**config.mk**
```make
export PLATFORM = sky130hd
export DESIGN_NAME = byte_lane_lsu
export DESIGN_NICKNAME = d
export VERILOG_FILES = /design/src/rtl/lsu_align_pkg.sv /design/src/rtl/lsu_lane_decode.sv /design/src/rtl/lsu_store_pack.sv /design/src/rtl/lsu_load_unpack.sv /design/src/rtl/byte_lane_lsu.sv
export SDC_FILE = /design/constraint.sdc
export NUM_CORES = 1
export LEC_CHECK = 0
export BUFFER_PORTS_ARGS = -buffer_cell sky130_fd_sc_hd__buf_4
export CORE_AREA = 2 2 77 79
export DETAILED_ROUTE_END_ITERATION = 12
export DIE_AREA = 0 0 79 81
export GPL_TIMING_DRIVEN = 1
export MAX_ROUTING_LAYER = met4
export PLACE_DENSITY = 0.72
export RECOVER_POWER = 100
export SETUP_SLACK_MARGIN = 0.15
export SYNTH_ARGS = -nofsm -noshare
export SYNTH_HDL_FRONTEND = slang
export SYNTH_SLANG_ARGS = --single-unit
export TNS_END_PERCENT = 10
```
**constraint.sdc**
```tcl
create_clock -name vclk -period 3.2
set_input_delay 0.64 -clock vclk [all_inputs]
set_output_delay 0.64 -clock vclk [all_outputs]
set_load 0.02 [all_outputs]
```
**src/rtl/lsu_align_pkg.sv**
```systemverilog
package lsu_align_pkg;

  typedef enum logic [2:0] {
    ACC_NONE = 3'd0,
    ACC_LW   = 3'd1,
    ACC_LBU  = 3'd2,
    ACC_SW   = 3'd3,
    ACC_SB   = 3'd4
  } acc_kind_e;

  localparam int KIND_W = 3;

endpackage

```
**src/rtl/lsu_lane_decode.sv**
```systemverilog
module lsu_lane_decode #(
  parameter int NUM_LANES = 4,
  localparam int OFS_W = $clog2(NUM_LANES)
) (
  input  logic [OFS_W-1:0]     ofs,
  output logic [NUM_LANES-1:0] lane_oh
);

  // One comparator per lane; exactly one lane matches any offset.
  for (genvar g = 0; g < NUM_LANES; g++) begin : g_lane
    assign lane_oh[g] = (ofs == OFS_W'(g));
  end

endmodule

```
**src/rtl/lsu_store_pack.sv**
```systemverilog
module lsu_store_pack #(
  parameter int LANE_W    = 8,
  parameter int NUM_LANES = 4,
  localparam int DATA_W = LANE_W * NUM_LANES
) (
  input  logic                 do_word,
  input  logic                 do_byte,
  input  logic [NUM_LANES-1:0] lane_oh,
  input  logic [DATA_W-1:0]    st_data,
  output logic [NUM_LANES-1:0] lane_we,
  output logic [DATA_W-1:0]    wr_data
);

  function automatic logic [DATA_W-1:0] spread_low_lane(input logic [DATA_W-1:0] v);
    logic [DATA_W-1:0] r;
    for (int i = 0; i < NUM_LANES; i++) r[i*LANE_W +: LANE_W] = v[LANE_W-1:0];
    return r;
  endfunction

  logic [DATA_W-1:0] spread;
  assign spread = spread_low_lane(st_data);

  for (genvar g = 0; g < NUM_LANES; g++) begin : g_lane
    assign lane_we[g] = do_word | (do_byte & lane_oh[g]);
    assign wr_data[g*LANE_W +: LANE_W] =
      do_word ? st_data[g*LANE_W +: LANE_W] :
      do_byte ? spread[g*LANE_W +: LANE_W]  : '0;
  end

endmodule

```
**src/rtl/lsu_load_unpack.sv**
```systemverilog
module lsu_load_unpack #(
  parameter int LANE_W    = 8,
  parameter int NUM_LANES = 4,
  localparam int DATA_W = LANE_W * NUM_LANES
) (
  input  logic                 do_word,
  input  logic                 do_byte,
  input  logic [NUM_LANES-1:0] lane_oh,
  input  logic [DATA_W-1:0]    rd_word,
  output logic [DATA_W-1:0]    ld_result
);

  // AND-OR lane picker driven by the one-hot lane select.
  function automatic logic [LANE_W-1:0] pick_lane(input logic [DATA_W-1:0] w,
                                                  input logic [NUM_LANES-1:0] oh);
    logic [LANE_W-1:0] r;
    r = '0;
    for (int i = 0; i < NUM_LANES; i++)
      if (oh[i]) r = r | w[i*LANE_W +: LANE_W];
    return r;
  endfunction

  logic [LANE_W-1:0] picked;
  assign picked = pick_lane(rd_word, lane_oh);

  always_comb begin
    if (do_word)      ld_result = rd_word;
    else if (do_byte) ld_result = {{(DATA_W-LANE_W){1'b0}}, picked};
    else              ld_result = '0;
  end

endmodule

```
**src/rtl/byte_lane_lsu.sv**
```systemverilog
module byte_lane_lsu #(
  parameter int ADDR_W    = 32,
  parameter int LANE_W    = 8,
  parameter int NUM_LANES = 4,
  localparam int DATA_W  = LANE_W * NUM_LANES,
  localparam int OFS_W   = $clog2(NUM_LANES),
  localparam int WADDR_W = ADDR_W - OFS_W
) (
  input  logic [2:0]           acc_kind,
  input  logic [ADDR_W-1:0]    byte_addr,
  input  logic [DATA_W-1:0]    st_data,
  input  logic [DATA_W-1:0]    rd_word,
  output logic [WADDR_W-1:0]   word_addr,
  output logic [NUM_LANES-1:0] lane_we,
  output logic [DATA_W-1:0]    wr_data,
  output logic                 mem_we,
  output logic [DATA_W-1:0]    ld_result
);
  import lsu_align_pkg::*;

  // Named decode events, also observed by the bound checker.
  logic                 is_lw, is_lbu, is_sw, is_sb, is_store;
  logic [OFS_W-1:0]     ofs;
  logic [NUM_LANES-1:0] lane_oh;

  assign is_lw    = (acc_kind == ACC_LW);
  assign is_lbu   = (acc_kind == ACC_LBU);
  assign is_sw    = (acc_kind == ACC_SW);
  assign is_sb    = (acc_kind == ACC_SB);
  assign is_store = is_sw | is_sb;
  assign ofs      = byte_addr[OFS_W-1:0];

  assign word_addr = byte_addr[ADDR_W-1:OFS_W];
  assign mem_we    = is_store;

  lsu_lane_decode #(.NUM_LANES(NUM_LANES)) u_dec (
    .ofs     (ofs),
    .lane_oh (lane_oh)
  );

  lsu_store_pack #(.LANE_W(LANE_W), .NUM_LANES(NUM_LANES)) u_st (
    .do_word (is_sw),
    .do_byte (is_sb),
    .lane_oh (lane_oh),
    .st_data (st_data),
    .lane_we (lane_we),
    .wr_data (wr_data)
  );

  lsu_load_unpack #(.LANE_W(LANE_W), .NUM_LANES(NUM_LANES)) u_ld (
    .do_word   (is_lw),
    .do_byte   (is_lbu),
    .lane_oh   (lane_oh),
    .rd_word   (rd_word),
    .ld_result (ld_result)
  );

endmodule

```
==> flow_summary.toml, run 1 <==
[final_layout]
postLayoutCoreUtil = 0.3219
fillers = 632
area.sequential_um2 = 0
multi_input_area_um2 = 742.0
clkbuf_count = 0
layout.cells.non_filler = 319
drive_gt1_frac = 0.5041
final_nets = 345
area_growth_pct = 78.05
design_area_um2 = 1827
antenna_cells = 0
seq_cell_count = 0

[yosys]
synth.distinct_cells = 23
syn_avg_cell_area_um2 = 7.328
synthCells = 140
synth_area_um2 = 1026
ys_warn_count = 0
ys_seq_area_frac = 0
syn_nets = 239

[flow_run]
drv_cap = 0

[clock_network]
post-cts-setup-buffers = 0
ctsResizeCount = 0
cts_hold_buf = 0

[placed_design]
placed_area_um2 = 1931
gp_congestion = 0.8055
place_ws_ns = 0.5100
dp_hpwl_mm = 4.067
io_buffers = 138
placed_cells = 319

[power]
p_total_uw = 242.9
ir_worst_vdd_mv = 0.04101
clkPwrFrac = 0
intPower_uw = 121.3
combPwrFrac = 1.000
p_leak_nw = 0.9226
power_switching_uw = 121.6
swShare = 0.5008
power_density_nw_per_um2 = 133.0
share_seq_of_total_power = 0

[setup_path]
crit_path_cell_trace = "buf_4 -> or4b_4 -> a21oi_2 -> a221o_1 -> buf_4"
cp.required_ns = 2.56
path_max_fanout = 13
endpoint_kind = "output pin"
cpMostUsedCell = "buf_4"
slowest_delay_ns = 0.53
worstSetupPathType = "primary input to output pin"
cpLargestDelayFamily = "compound AO/OA/AOI/OAI gates"
worstPathArrival_ns = 2.16
worstSetupStartpoint = "byte_addr[0]"
start_kind = "primary input"
critPathSlowestCell = "or4b_4"
cp_num_buf_inv = 2

[detailed_routing]
vias_per_cell = 4.599
drtIter0Drc = 31
routed_wl_mm = 4.895
drc = 0
avgRoutedWirePerCell_um = 15.34
vias = 1467
final_antenna_net_count = 0
dr.pass1.iters = 4

[die]
chipHeight_um = 81
io_pins = 198
die_x_um = 79
fp.dieArea_um2 = 6399
core-area_um2 = 5675
initial_core_util = 0.1808
row_count = 28

[sta]
finalSetupViolCount = 0
setup_ws_ns = 0.3950
maxSlewHeadroom = 0.4450
holdWs_ns = 1.280
max_freq_mhz = 356.5
period_minus_slack_ns = 2.805
rsz0062_at_grt = "no"
tightest_slew_ns = 0.8326
final.setup.tns_ns = 0
period_share = 0.8766
drv_slew = 0
hold_viol = 0

[worst_hold_path]
hold_path_depth = 0
worst_hold_path.endpoint = "word_addr[29]"
hold_class = "primary input to output pin"
hp-start = "byte_addr[31]"

[global_routing]
grt_pass1_vias = 1413
grt_pass1_wl_mm = 6.989
antenna_found_initial = 0
grt_overflow = 0
grt_use_total = 0.1388
grt_max_degree = 25

[outcome]
status = "finished, final reports clean"
[worst max path at each step]
stage | end | slack (ns) | depth (start not counted)
after global placement | ld_result[1] | 0.53 | 5
after global routing | ld_result[24] | 0.27 | 6
final | ld_result[1] | 0.40 | 5
after CTS | ld_result[1] | 0.51 | 5
after detailed placement | ld_result[0] | 0.51 | 5
after floorplan | lane_we[2] | 0.66 | 5
[Yosys cell counts (all sizes together), types with 2 or more instances]
master	n	area, µm²
buf	36	255.3
and2	24	150.1
a221o	8	80.08
a22o	24	210.2
nor2b	8	50.05
clkbuf	4	15.01
o21ai	2	10.01
mux2i	8	80.08
nand2	3	11.26
nand2b	2	12.51
nor2	11	43.80
[power groups by stage]
stage / Clock, mW / Combinational [mW] / Sequential (mW)
2_1_floorplan: 0 / 0.166 / 0
3_3_place_gp: 0 / 0.256 / 0
3_5_place_dp: 0 / 0.256 / 0
4_1_cts: 0 / 0.258 / 0
5_1_grt: 0 / 0.260 / 0
6_report: 0 / 0.243 / 0
[layer usage]
layer / track usage / up-vias / wire length, µm / part of all wire
li1: - / 687 / - / -
met1: 0.1609 / 658 / 1869 / 0.38
met2: 0.2593 / 108 / 2492 / 0.51
met3: 0.01889 / 14 / 433 / 0.088
met4: 0.02241 / 0 / 99 / 0.020
met5: - / - / 0 / 0
[placed cells by master, fill, tap and decap left out]
cell type,instances
buf_4,119
nor2_1,11
nand3_1,1
a21oi_2,1
nand4bb_1,1
and3b_1,1
nor4b_2,1
nor2b_1,8
nand3b_1,1
a22o_1,24
or4b_4,1
nand2_1,3
and2_1,5
o31ai_1,1
o21ai_0,2
nor3b_4,1
nand2b_1,2
clkbuf_1,25
and2_0,19
mux2i_1,8
a221o_1,8
inv_1,1
[kinds of logic (layout without fill, tap and decap cells)]
| kind of cell | count (synthesis) | after routing | share of synthesized area |
|---|---|---|---|
| and+or+nand+nor | 55 | 55 | 0.3390 |
| buffers and inverters | 41 | 145 | 0.2671 |
| AOI/OAI and AO/OA | 36 | 36 | 0.3159 |
| muxes | 8 | 8 | 0.07805 |
[layout make-up]
type / instances / share of cell area
Inverter: 1 / 0.002055
Multi-Input combinational cell: 99 / 0.4062
Tap cell: 75 / 0.05137
Timing Repair Buffer: 144 / 0.5404
Power figures use the tool's default switching activity.
==> run 2: changes to the inputs <==
--- a/config.mk
+++ b/config.mk
@@ -12,7 +12,6 @@
 export GPL_TIMING_DRIVEN = 1
 export MAX_ROUTING_LAYER = met4
 export PLACE_DENSITY = 0.72
-export RECOVER_POWER = 100
 export SETUP_SLACK_MARGIN = 0.15
 export SYNTH_ARGS = -nofsm -noshare
 export SYNTH_HDL_FRONTEND = slang
==> flow_summary.toml, run 2 (synthesis gave the netlist of run 1 again) <==
[outcome]
status = "finished, final reports clean"

[placed_design]
gp_congestion = 0.8055
placed_cells = 319
io_buffers = 138
dp_hpwl_mm = 4.067

[worst_hold_path]
hold_class = "primary input to output pin"
hp-start = "byte_addr[31]"

[clock_network]
ctsResizeCount = 0
cts_hold_buf = 0
post-cts-setup-buffers = 0

[setup_path]
cp.required_ns = 2.56
crit_end = "ld_result[1]"
endpoint_kind = "output pin"
worstPathArrival_ns = 2.04
worstSetupPathType = "primary input to output pin"
start_kind = "primary input"
path_max_fanout = 13
worstSetupStartpoint = "byte_addr[0]"

[power]
combPwrFrac = 1.000
power_switching_uw = 122.5
swShare = 0.4782
power_density_nw_per_um2 = 132.7
share_seq_of_total_power = 0
p_leak_nw = 1.045
ir_worst_vdd_mv = 0.04260
intPower_uw = 133.7
clkPwrFrac = 0

[sta]
final.setup.tns_ns = 0
max_freq_mhz = 373.4
hold_viol = 0
maxSlewHeadroom = 0.5811
period_share = 0.8369
period_minus_slack_ns = 2.678
finalSetupViolCount = 0
tightest_slew_ns = 0.6277
drv_slew = 0
rsz0062_at_grt = "no"

[final_layout]
clkbuf_count = 0
antenna_cells = 0
drive_gt1_frac = 0.6107
layout.cells.non_filler = 319
area.sequential_um2 = 0
fillers = 614
multi_input_area_um2 = 752.0
final_nets = 345
area_growth_pct = 88.17
seq_cell_count = 0
layout_commonest_cell = "buf_4"
final_cell_mix = "buf_4 (144), and2_1 (24), a22o_1 (24)"

[flow_run]
drv_cap = 0

[detailed_routing]
routed_wl_mm = 4.927
highest_layer = "met4"
final_antenna_net_count = 0
route.met2.wl_mm = 2.532
vias = 1476
vias_per_cell = 4.627
drt-met1-wl_mm = 1.864
drtIter0Drc = 34
avgRoutedWirePerCell_um = 15.45
drc = 0
wl_met3_um = 441
dr.pass1.iters = 4

[die]
io_pins = 198
initial_core_util = 0.1808
fp.dieArea_um2 = 6399
die_x_um = 79
core-area_um2 = 5675
chipHeight_um = 81
row_count = 28

[global_routing]
grt_pass1_wl_mm = 6.989
grt_pass1_vias = 1413
grt_overflow = 0
grt_use_total = 0.1388
grt_max_degree = 25
antenna_found_initial = 0
run 2: metal layers:
layer  vias up  track usage
met3        14      0.01889
met2       112       0.2593
met4         0      0.02241
met1       664       0.1609
met5         -            -
li1        686            -
run 2: final cells by class:
type / count / area share
multi-input cells: 99 / 0.3895
well taps: 75 / 0.04861
repair buffers: 144 / 0.5600
inverters: 1 / 0.001944
run 2: critical path: stages:
cell and delay (ns):
buf_4 0.18, or4b_4 0.54, a21oi_4 0.32, a221o_1 0.22, buf_4 0.14
run 2: power groups by stage:
stage	clock network (mW)	logic, mW	registers [mW]
4_1_cts	0	0.258	0
5_1_grt	0	0.273	0
3_3_place_gp	0	0.256	0
6_report	0	0.256	0
2_1_floorplan	0	0.166	0
3_5_place_dp	0	0.256	0
run 2: per-stage QoR:
| step | instance area, µm² | util | hold slack, ns | power (mW) | setup WS, ns |
|---|---|---|---|---|---|
| 4_1_cts | 1931 | 0.3402 | 1.280 | 0.2575 | 0.5115 |
| 6_report | 1931 | 0.3402 | 1.280 | 0.2562 | 0.5220 |
| 3_5_place_dp | 1931 | 0.3402 | 1.280 | 0.2559 | 0.5100 |
| 3_3_place_gp | 1931 | 0.3402 | 1.280 | 0.2558 | 0.5324 |
| 5_1_grt | 1931 | 0.3402 | 1.280 | 0.2732 | 0.4692 |
| 2_1_floorplan | 1026 | - | 1.393 | 0.1661 | 0.6595 |
run 2: worst min-delay path by stage:
stage / end / slack [ns] / cells after the start
floorplan: word_addr[0] / 1.39 / 1
detailed placement: word_addr[0] / 1.28 / 0
global placement: word_addr[0] / 1.28 / 0
finish: word_addr[29] / 1.28 / 0
CTS: word_addr[0] / 1.28 / 0
global route: word_addr[22] / 1.28 / 0
==> run 3: changes to the inputs <==
==> constraint.sdc (replaced) <==
create_clock -name vclk -period 2.66
set_input_delay 0.532 -clock vclk [all_inputs]
set_output_delay 0.532 -clock vclk [all_outputs]
set_load 0.02 [all_outputs]
==> flow_summary.toml, run 3 (synthesis gave the netlist of run 1 again) <==
[outcome]
status = "finished, final reports clean"

[power]
clkPwrFrac = 0
share_seq_of_total_power = 0
power_density_nw_per_um2 = 160.2
p_leak_nw = 1.050
swShare = 0.4786
power_switching_uw = 148.6
ir_worst_vdd_mv = 0.05724
intPower_uw = 161.9
combPwrFrac = 1.000

[sta]
max_freq_mhz = 413.4
period_share = 0.9093
tightest_slew_ns = 0.5073
maxSlewHeadroom = 0.6598
finalSetupViolCount = 0
holdWs_ns = 1.064
final.setup.tns_ns = 0
hold_viol = 0
rsz0062_at_grt = "no"
drv_slew = 0
period_minus_slack_ns = 2.419

[clock_network]
ctsResizeCount = 0
cts_hold_buf = 0
post-cts-setup-buffers = 0

[setup_path]
critPathSlowestCell = "or4b_4"
crit_path_cell_trace = "buf_4 -> or4b_4 -> a21oi_4 -> a221o_1 -> buf_4"
slowest_delay_ns = 0.54
cpLargestDelayFamily = "simple AND/OR/NAND/NOR gates"
path_max_fanout = 8
cp.required_ns = 2.13
worstPathArrival_ns = 1.89
start_kind = "primary input"
cpMostUsedCell = "buf_4"
endpoint_kind = "output pin"
cp_num_buf_inv = 2
worstSetupPathType = "primary input to output pin"

[final_layout]
clkbuf_count = 0
area.sequential_um2 = 0
layout_commonest_cell = "buf_4"
drive_gt1_frac = 0.6122
layout.cells.non_filler = 320
area_growth_pct = 88.90
fillers = 599
final_nets = 346
final_cell_mix = "buf_4 (145), and2_1 (24), a22o_1 (24)"
antenna_cells = 0
seq_cell_count = 0

[die]
fp.dieArea_um2 = 6399
die_x_um = 79
io_pins = 198
initial_core_util = 0.1808
core-area_um2 = 5675
chipHeight_um = 81
row_count = 28

[global_routing]
grt_max_degree = 25
antenna_found_initial = 0
grt_use_total = 0.1405
grt_pass1_vias = 1515
grt_overflow = 0
grt_pass1_wl_mm = 7.141

[placed_design]
io_buffers = 138
gp_congestion = 0.7994
dp_hpwl_mm = 4.095
placed_cells = 320

[flow_run]
drv_cap = 0

[detailed_routing]
dr.pass1.iters = 4
routed_wl_mm = 4.981
final_antenna_net_count = 0
drtIter0Drc = 28
drc = 0
vias_per_cell = 4.681
vias = 1498
avgRoutedWirePerCell_um = 15.57

[worst_hold_path]
hold_class = "primary input to output pin"
==> run 3: cell types whose count changed in the layout (fill, tap and decap cells not counted), sizes merged <==
cell  change
buf       +1
==> run 3: layout make-up <==
type	instances	area, µm²	share of cell area
tap	75	93.84	0.04842
multi-input combinational	99	752.0	0.3880
inverter	1	3.754	0.001937
timing repair buffer	145	1089	0.5617
==> run 3: worst paths after layout <==
| kind | depth (start not counted) | startpoint | slack [ns] | end |
|---|---|---|---|---|
| setup / recovery | 5 | byte_addr[1] | 0.24 | ld_result[0] |
| hold / removal | 0 | byte_addr[31] | 1.06 | word_addr[29] |
==> run 3: per-stage QoR <==
| stage | cell area, µm² | worst slack, ns | power, mW | util |
|---|---|---|---|---|
| 2_1_floorplan | 1026 | 0.3355 | 0.1998 | - |
| 3_3_place_gp | 1938 | 0.2556 | 0.3089 | 0.3415 |
| 3_5_place_dp | 1938 | 0.2106 | 0.3108 | 0.3415 |
| 4_1_cts | 1938 | 0.2359 | 0.3125 | 0.3415 |
| 5_1_grt | 1938 | 0.1821 | 0.3308 | 0.3415 |
| 6_report | 1938 | 0.2412 | 0.3105 | 0.3415 |
==> run 3: routing by layer <==
metal | up-vias | wire [µm] | GRT usage
met5 | - | 0 | -
met4 | 0 | 127 | 0.03276
met3 | 16 | 483 | 0.02333
met2 | 114 | 2537 | 0.2627
met1 | 682 | 1833 | 0.1563
li1 | 686 | - | -
==> run 3: power groups by stage <==
stage                     Combinational (mW)  Clock, mW  Sequential, mW
after floorplan                        0.200          0               0
after global placement                 0.309          0               0
after detailed placement               0.311          0               0
after CTS                              0.312          0               0
after global routing                   0.331          0               0
final                                  0.310          0               0
